`src/rtl/lts_pkg.sv`:
```
package lts_pkg;

    typedef enum logic [1:0] {
        ST_CGS  = 2'd0,
        ST_WAIT = 2'd1,
        ST_ILA  = 2'd2,
        ST_DATA = 2'd3
    } lts_state_e;

    localparam logic [7:0] CH_COMMA = 8'hBC;
    localparam logic [7:0] CH_SOS   = 8'h1C;
    localparam logic [7:0] CH_LANE  = 8'h7C;
    localparam logic [7:0] CH_CFG   = 8'h9C;

endpackage

```
`src/rtl/lts_mf_position.sv`:
```
module lts_mf_position #(
    parameter int MF_LEN = 16,
    localparam int IW = (MF_LEN > 1) ? $clog2(MF_LEN) : 1
) (
    input  logic          clk,
    input  logic          rst_n,
    input  logic          lmfc_strobe,
    output logic [IW-1:0] idx_o
);
    localparam logic [IW-1:0] LAST = IW'(MF_LEN - 1);

    logic [IW-1:0] pos_d, pos_q;

    always_comb begin
        idx_o = lmfc_strobe ? '0 : pos_q;
        pos_d = (idx_o == LAST) ? '0 : idx_o + 1'b1;
    end

    always_ff @(posedge clk) begin
        if (!rst_n) pos_q <= '0;
        else        pos_q <= pos_d;
    end

    // slot after a boundary is slot 1 unless another boundary arrives
    p_idx_step_r6: assert property (@(posedge clk) disable iff (!rst_n)
        lmfc_strobe |=> (lmfc_strobe || idx_o == IW'(1)));

endmodule

```
`src/rtl/lts_ila_builder.sv`:
```
module lts_ila_builder #(
    parameter int MF_LEN    = 16,
    parameter int CFG_BYTES = 8,
    parameter int MFW       = 3,
    localparam int IW = (MF_LEN > 1) ? $clog2(MF_LEN) : 1
) (
    input  logic [MFW-1:0]         mf_i,
    input  logic [IW-1:0]          idx_i,
    input  logic [CFG_BYTES*8-1:0] cfg_i,
    output logic [7:0]             ch_o,
    output logic                   k_o
);
    import lts_pkg::*;

    localparam logic [IW-1:0] LAST = IW'(MF_LEN - 1);

    logic [7:0] cfg_arr [CFG_BYTES];
    logic [7:0] cfg_sel;
    logic       cfg_hit;
    logic       second_mf;

    for (genvar gi = 0; gi < CFG_BYTES; gi++) begin : g_unpack
        assign cfg_arr[gi] = cfg_i[8*gi +: 8];
    end

    always_comb begin
        cfg_sel = 8'h00;
        cfg_hit = 1'b0;
        for (int i = 0; i < CFG_BYTES; i++) begin
            if (idx_i == IW'(i + 2)) begin
                cfg_sel = cfg_arr[i];
                cfg_hit = 1'b1;
            end
        end
    end

    assign second_mf = (mf_i == MFW'(1));

    always_comb begin
        ch_o = 8'(idx_i);
        k_o  = 1'b0;
        if (idx_i == '0) begin
            ch_o = CH_SOS;
            k_o  = 1'b1;
        end else if (idx_i == LAST) begin
            ch_o = CH_LANE;
            k_o  = 1'b1;
        end else if (second_mf && idx_i == IW'(1)) begin
            ch_o = CH_CFG;
            k_o  = 1'b1;
        end else if (second_mf && cfg_hit) begin
            ch_o = cfg_sel;
        end
    end

endmodule

```
`src/rtl/lane_tx_sequencer.sv`:
```
module lane_tx_sequencer #(
    parameter int OCTETS_PER_FRAME = 2,
    parameter int FRAMES_PER_MF    = 8,
    parameter int ILA_MULTIFRAMES  = 4,
    parameter int CFG_BYTES        = 8
) (
    input  logic                   clk,
    input  logic                   rst_n,
    input  logic                   sync_n,
    input  logic                   lmfc_strobe,
    input  logic                   frame_start,
    input  logic [7:0]             user_data,
    input  logic                   user_valid,
    input  logic [CFG_BYTES*8-1:0] cfg_bytes,
    output logic [7:0]             tx_char,
    output logic                   tx_is_k
);
    import lts_pkg::*;

    localparam int MF_LEN = OCTETS_PER_FRAME * FRAMES_PER_MF;
    localparam int IW     = (MF_LEN > 1) ? $clog2(MF_LEN) : 1;
    localparam int MFW    = $clog2(ILA_MULTIFRAMES + 1);
    localparam logic [IW-1:0]  LAST    = IW'(MF_LEN - 1);
    localparam logic [MFW-1:0] MF_LAST = MFW'(ILA_MULTIFRAMES - 1);

    if (ILA_MULTIFRAMES < 4 || CFG_BYTES + 3 > MF_LEN) begin : g_bad_params
        $error("lane_tx_sequencer: need ILA_MULTIFRAMES >= 4 and CFG_BYTES + 3 <= MF_LEN");
    end

    typedef struct packed {
        lts_state_e     state;
        logic [MFW-1:0] mf;
        logic [7:0]     ch;
        logic           k;
    } seq_t;

    seq_t r_q, r_d;

    logic [IW-1:0]  idx;
    logic [MFW-1:0] mf_sel;
    logic [7:0]     ila_ch;
    logic           ila_k;

    lts_mf_position #(.MF_LEN(MF_LEN)) u_pos (
        .clk        (clk),
        .rst_n      (rst_n),
        .lmfc_strobe(lmfc_strobe),
        .idx_o      (idx)
    );

    assign mf_sel = (r_q.state == ST_ILA) ? r_q.mf : '0;

    lts_ila_builder #(
        .MF_LEN   (MF_LEN),
        .CFG_BYTES(CFG_BYTES),
        .MFW      (MFW)
    ) u_ila (
        .mf_i (mf_sel),
        .idx_i(idx),
        .cfg_i(cfg_bytes),
        .ch_o (ila_ch),
        .k_o  (ila_k)
    );

    always_comb begin
        r_d    = r_q;
        r_d.ch = CH_COMMA;
        r_d.k  = 1'b1;
        if (!sync_n) begin
            r_d.state = ST_CGS;
            r_d.mf    = '0;
        end else begin
            unique case (r_q.state)
                ST_CGS: begin
                    r_d.state = ST_WAIT;
                end
                ST_WAIT: begin
                    if (lmfc_strobe) begin
                        r_d.state = ST_ILA;
                        r_d.mf    = '0;
                        r_d.ch    = ila_ch;
                        r_d.k     = ila_k;
                    end
                end
                ST_ILA: begin
                    r_d.ch = ila_ch;
                    r_d.k  = ila_k;
                    if (idx == LAST) begin
                        if (r_q.mf == MF_LAST) r_d.state = ST_DATA;
                        else                   r_d.mf    = r_q.mf + 1'b1;
                    end
                end
                ST_DATA: begin
                    r_d.ch = user_valid ? user_data : 8'h00;
                    r_d.k  = 1'b0;
                end
                default: r_d.state = ST_CGS;
            endcase
        end
    end

    always_ff @(posedge clk) begin
        if (!rst_n) begin
            r_q.state <= ST_CGS;
            r_q.mf    <= '0;
            r_q.ch    <= CH_COMMA;
            r_q.k     <= 1'b1;
        end else begin
            r_q <= r_d;
        end
    end

    assign tx_char = r_q.ch;
    assign tx_is_k = r_q.k;

    p_sync_comma_r1: assert property (@(posedge clk) disable iff (!rst_n)
        !sync_n |=> (tx_char == CH_COMMA && tx_is_k));

    p_cgs_holds_r3: assert property (@(posedge clk) disable iff (!rst_n)
        (r_q.state == ST_CGS) |=> (tx_char == CH_COMMA && tx_is_k));

    p_ila_entry_r3: assert property (@(posedge clk) disable iff (!rst_n)
        (r_q.state == ST_WAIT && sync_n && lmfc_strobe) |=> (tx_char == CH_SOS && tx_is_k));

    p_boundary_frame_r3: assert property (@(posedge clk) disable iff (!rst_n)
        lmfc_strobe |-> frame_start);

    p_mf_tail_r5: assert property (@(posedge clk) disable iff (!rst_n)
        (r_q.state == ST_ILA && sync_n && idx == LAST) |=> (tx_char == CH_LANE && tx_is_k));

    p_data_plain_r8: assert property (@(posedge clk) disable iff (!rst_n)
        (r_q.state == ST_DATA && sync_n) |=> !tx_is_k);

endmodule

```
`config.mk`:
```
export PLATFORM = sky130hd
export DESIGN_NAME = lane_tx_sequencer
export DESIGN_NICKNAME = d
export VERILOG_FILES = /design/src/rtl/lts_pkg.sv /design/src/rtl/lts_mf_position.sv /design/src/rtl/lts_ila_builder.sv /design/src/rtl/lane_tx_sequencer.sv
export SDC_FILE = /design/constraint.sdc
export NUM_CORES = 1
export LEC_CHECK = 0
export BUFFER_PORTS_ARGS = -buffer_cell sky130_fd_sc_hd__buf_2
export CORE_ASPECT_RATIO = 1.75
export CORE_MARGIN = 8
export CORE_UTILIZATION = 40
export CTS_BUF_LIST = sky130_fd_sc_hd__clkbuf_2 sky130_fd_sc_hd__clkbuf_4 sky130_fd_sc_hd__clkbuf_8
export CTS_CLUSTER_DIAMETER = 100
export CTS_CLUSTER_SIZE = 10
export DETAILED_ROUTE_END_ITERATION = 8
export PLACE_DENSITY_LB_ADDON = 0.2
export SLEW_MARGIN = 25
export SYNTH_ARGS = -nofsm -noshare
export SYNTH_HDL_FRONTEND = slang
export SYNTH_SLANG_ARGS = --single-unit
```
`constraint.sdc`:
```
create_clock -name clk -period 2 [get_ports clk]
set_clock_uncertainty 0.05 [all_clocks]
set_input_delay 0.4 -clock clk [delete_from_list [all_inputs] [get_ports clk]]
set_output_delay 0.4 -clock clk [all_outputs]
set_load 0.03 [all_outputs]
```
==> results.json <==
{
  "p_int_w": 0.0006663,
  "cts_buffers": 3,
  "vias": 2331,
  "dieArea_sq_mm": 0.007412,
  "cts_root_buf": "clkbuf_8",
  "fin_setup_tns_ps": 0,
  "firstDrtPassIters": 4,
  "grt_pass1_vias": 2444,
  "gr-total-overflow": 0,
  "yosysTopAreaCell": "dfxtp_1",
  "htree_levels": 1,
  "p_seq_frac": 0.396,
  "area_growth_syn_to_layout_pct": 33.33,
  "period_share": 0.9507,
  "final_core_util": 0.5535,
  "dr_wl_met3_microns": 584,
  "vdd_drop_max_mv": 0.3201,
  "drt-initial-drc-count": 102,
  "period_needed_ps": 1901,
  "postSynthAreaPerCell_sq_um": 7.656,
  "p_clk_frac": 0.332,
  "p_switching_w": 0.0002715,
  "nets": 437,
  "post-place-cells": 398,
  "synthesis.area_sq_mm": 0.001937,
  "hold_class": "in2reg",
  "synth_edf_count": 0,
  "worstSetupEndpointType": "flop",
  "drv_cap": 0,
  "finalHoldViolCount": 0,
  "portBuffers": 85,
  "initial_core_util": 0.4151,
  "drc": 0,
  "synthArstFlopShare": 0,
  "max_freq_ghz": 0.5259,
  "yosysMostFrequentCell": "a21oi_1",
  "cts.sinks": 18,
  "synth_cell_types": 66,
  "wl_met1_microns": 2435,
  "wl_met2_microns": 3849,
  "stdcell_count": 403,
  "maxUsedRoutingLayer": "met4",
  "synth.top_cell.area_share": 0.1860,
  "die_height_microns": 108.1,
  "clkTransAtPathRegs_ps": 80,
  "grt_util_all_layers": 0.1863,
  "cts_buffer_depth": 2,
  "ys_seq_area_frac": 0.1860,
  "antennaDiodeCount": 0,
  "grt_max_degree": 22,
  "pwr-share-comb": 0.272,
  "cp.required_ps": 2090,
  "syn_nets": 338,
  "synth_commonest_cells": "28 x a21oi_1, 23 x nand2_1, 18 x dfxtp_1",
  "cts_tree": "done",
  "p_leak_nw": 1.100,
  "ant_nets": 0,
  "ys.flop_type": "dfxtp_1",
  "power_density_mw_per_mm2": 363.1,
  "rows": 33,
  "synth_area_leaders": "dfxtp_1 19%, a21oi_1 7.2%, buf_4 5.4%",
  "boundaryPins": 87,
  "routedWlPerCell_microns": 17.64,
  "path_class": "reg2reg",
  "cp.arrival_ps": 1990,
  "vias_per_cell": 5.784,
  "path_max_fanout": 12,
  "maxSlewViolCount": 0,
  "yosysWarningCount": 0,
  "gp_congestion": 0.8833,
  "final.fill_count": 497,
  "wl_microns": 7110,
  "setup_viol": 0,
  "ys_seq_elements": 18,
  "dp_hpwl_microns": 5970,
  "grt_pass1_wl_microns": 10920,
  "final_layout_size_suffix_gt1_frac": 0.4046,
  "die_w_microns": 68.60,
  "slew_headroom": 0.6459,
  "status": "finished clean",
  "core-area_sq_mm": 0.004666,
  "insertion_delay_ps": 260,
  "worst_pin_slew_ps": 529.9,
  "netSwitchingFraction": 0.2895,
  "start_kind": "flop",
  "antenna_found_initial": 0,
  "syn_inst": 253
}
-- cell usage in the layout (no fill, tap or decap), types with 3 or more instances in the layout --
master,n
nand2b_1,4
nor2b_1,9
o21ai_1,3
dfxtp_1,18
nor2_1,15
a22oi_1,4
ha_1,7
nor3_1,4
o2bb2ai_1,4
mux2i_1,4
o211ai_1,7
a221oi_1,3
nand3_1,12
clkbuf_8,4
and2_1,3
buf_2,85
a21oi_1,28
buf_4,35
o22ai_1,4
o21ai_0,8
inv_1,7
nand2_1,23
o221ai_1,4
-- registers in the layout, summed over array words and instances, names as in the netlist --
signal / flops
r_q: 5
u_pos.pos_q: 4
tx_char: 8
tx_is_k: 1
-- worst paths after layout --
path / startpoint / endpoint / slack (ps) / depth (start not counted)
min reg2reg: r_q[13]$_SDFFE_PN0P_ / r_q[13]$_SDFFE_PN0P_ / 440 / 2
min: user_data[3] / tx_char[3]$_SDFF_PN1_ / 320 / 3
max: u_pos.pos_q[3]$_SDFF_PP0_ / tx_char[3]$_SDFF_PN1_ / 100 / 6
max reg2reg: u_pos.pos_q[3]$_SDFF_PP0_ / tx_char[3]$_SDFF_PN1_ / 100 / 6
-- cells by family (layout without fill, tap and decap cells) --
| group | Yosys count | count (layout) | share of synthesized area |
|---|---|---|---|
| xor+xnor | 1 | 1 | 0.004523 |
| flops | 18 | 18 | 0.1860 |
| fa+ha+maj | 7 | 7 | 0.04522 |
| simple gates | 91 | 91 | 0.2713 |
| buf+inv | 35 | 133 | 0.1137 |
| mux | 6 | 6 | 0.03230 |
| compound gates | 95 | 95 | 0.3469 |
-- per-layer routing --
layer  up-vias  track usage
met4         0      0.07953
met2        82       0.3527
met3        16      0.03520
met1      1089       0.1832
li1       1144            -
met5         -            0
-- power by group through the flow --
stage / clock network (W) / registers, W / logic, W
2_1_floorplan: 0 / 0.000379 / 0.000124
3_3_place_gp: 0 / 0.000379 / 0.000249
3_5_place_dp: 0 / 0.000380 / 0.000253
4_1_cts: 0.000315 / 0.000371 / 0.000254
5_1_grt: 0.000334 / 0.000372 / 0.000278
6_report: 0.000312 / 0.000371 / 0.000255
-- layout make-up --
class | instances | area [sq um] | share of cell area
Clock buffer | 4 | 55.05 | 0.02132
Inverter | 8 | 30.03 | 0.01163
Multi-Input combinational cell | 200 | 1364 | 0.5281
Sequential cell | 18 | 360.3 | 0.1395
Tap cell | 52 | 65.06 | 0.02519
Timing Repair Buffer | 121 | 708.2 | 0.2742
-- worst max-delay path: stages (launching register included) --
cell      delay (ps)
dfxtp_1          570
nor2b_1          310
nand2b_1         120
buf_4            150
o22a_1           160
o21ai_0          290
o211ai_2         130
-- through the flow --
step	hold WS, ps	cell area, sq um	total power [W]	setup slack [ps]
after floorplan	407.5	1937	0.0005031	308.2
after global placement	432.5	2512	0.0006287	50.40
after detailed placement	433.4	2512	0.0006321	30.46
after CTS	322.8	2567	0.0009398	2.552
after global routing	335.6	2582	0.0009847	-23.72
final	323.9	2582	0.0009378	98.56
-- repair_timing --
item	CTS	global route
hold buffers	0	0
setup buffers	0	1
endpoints found under the setup margin	0	8
resized for setup	0	3
Note: power is estimated with default switching activity, not from simulation.
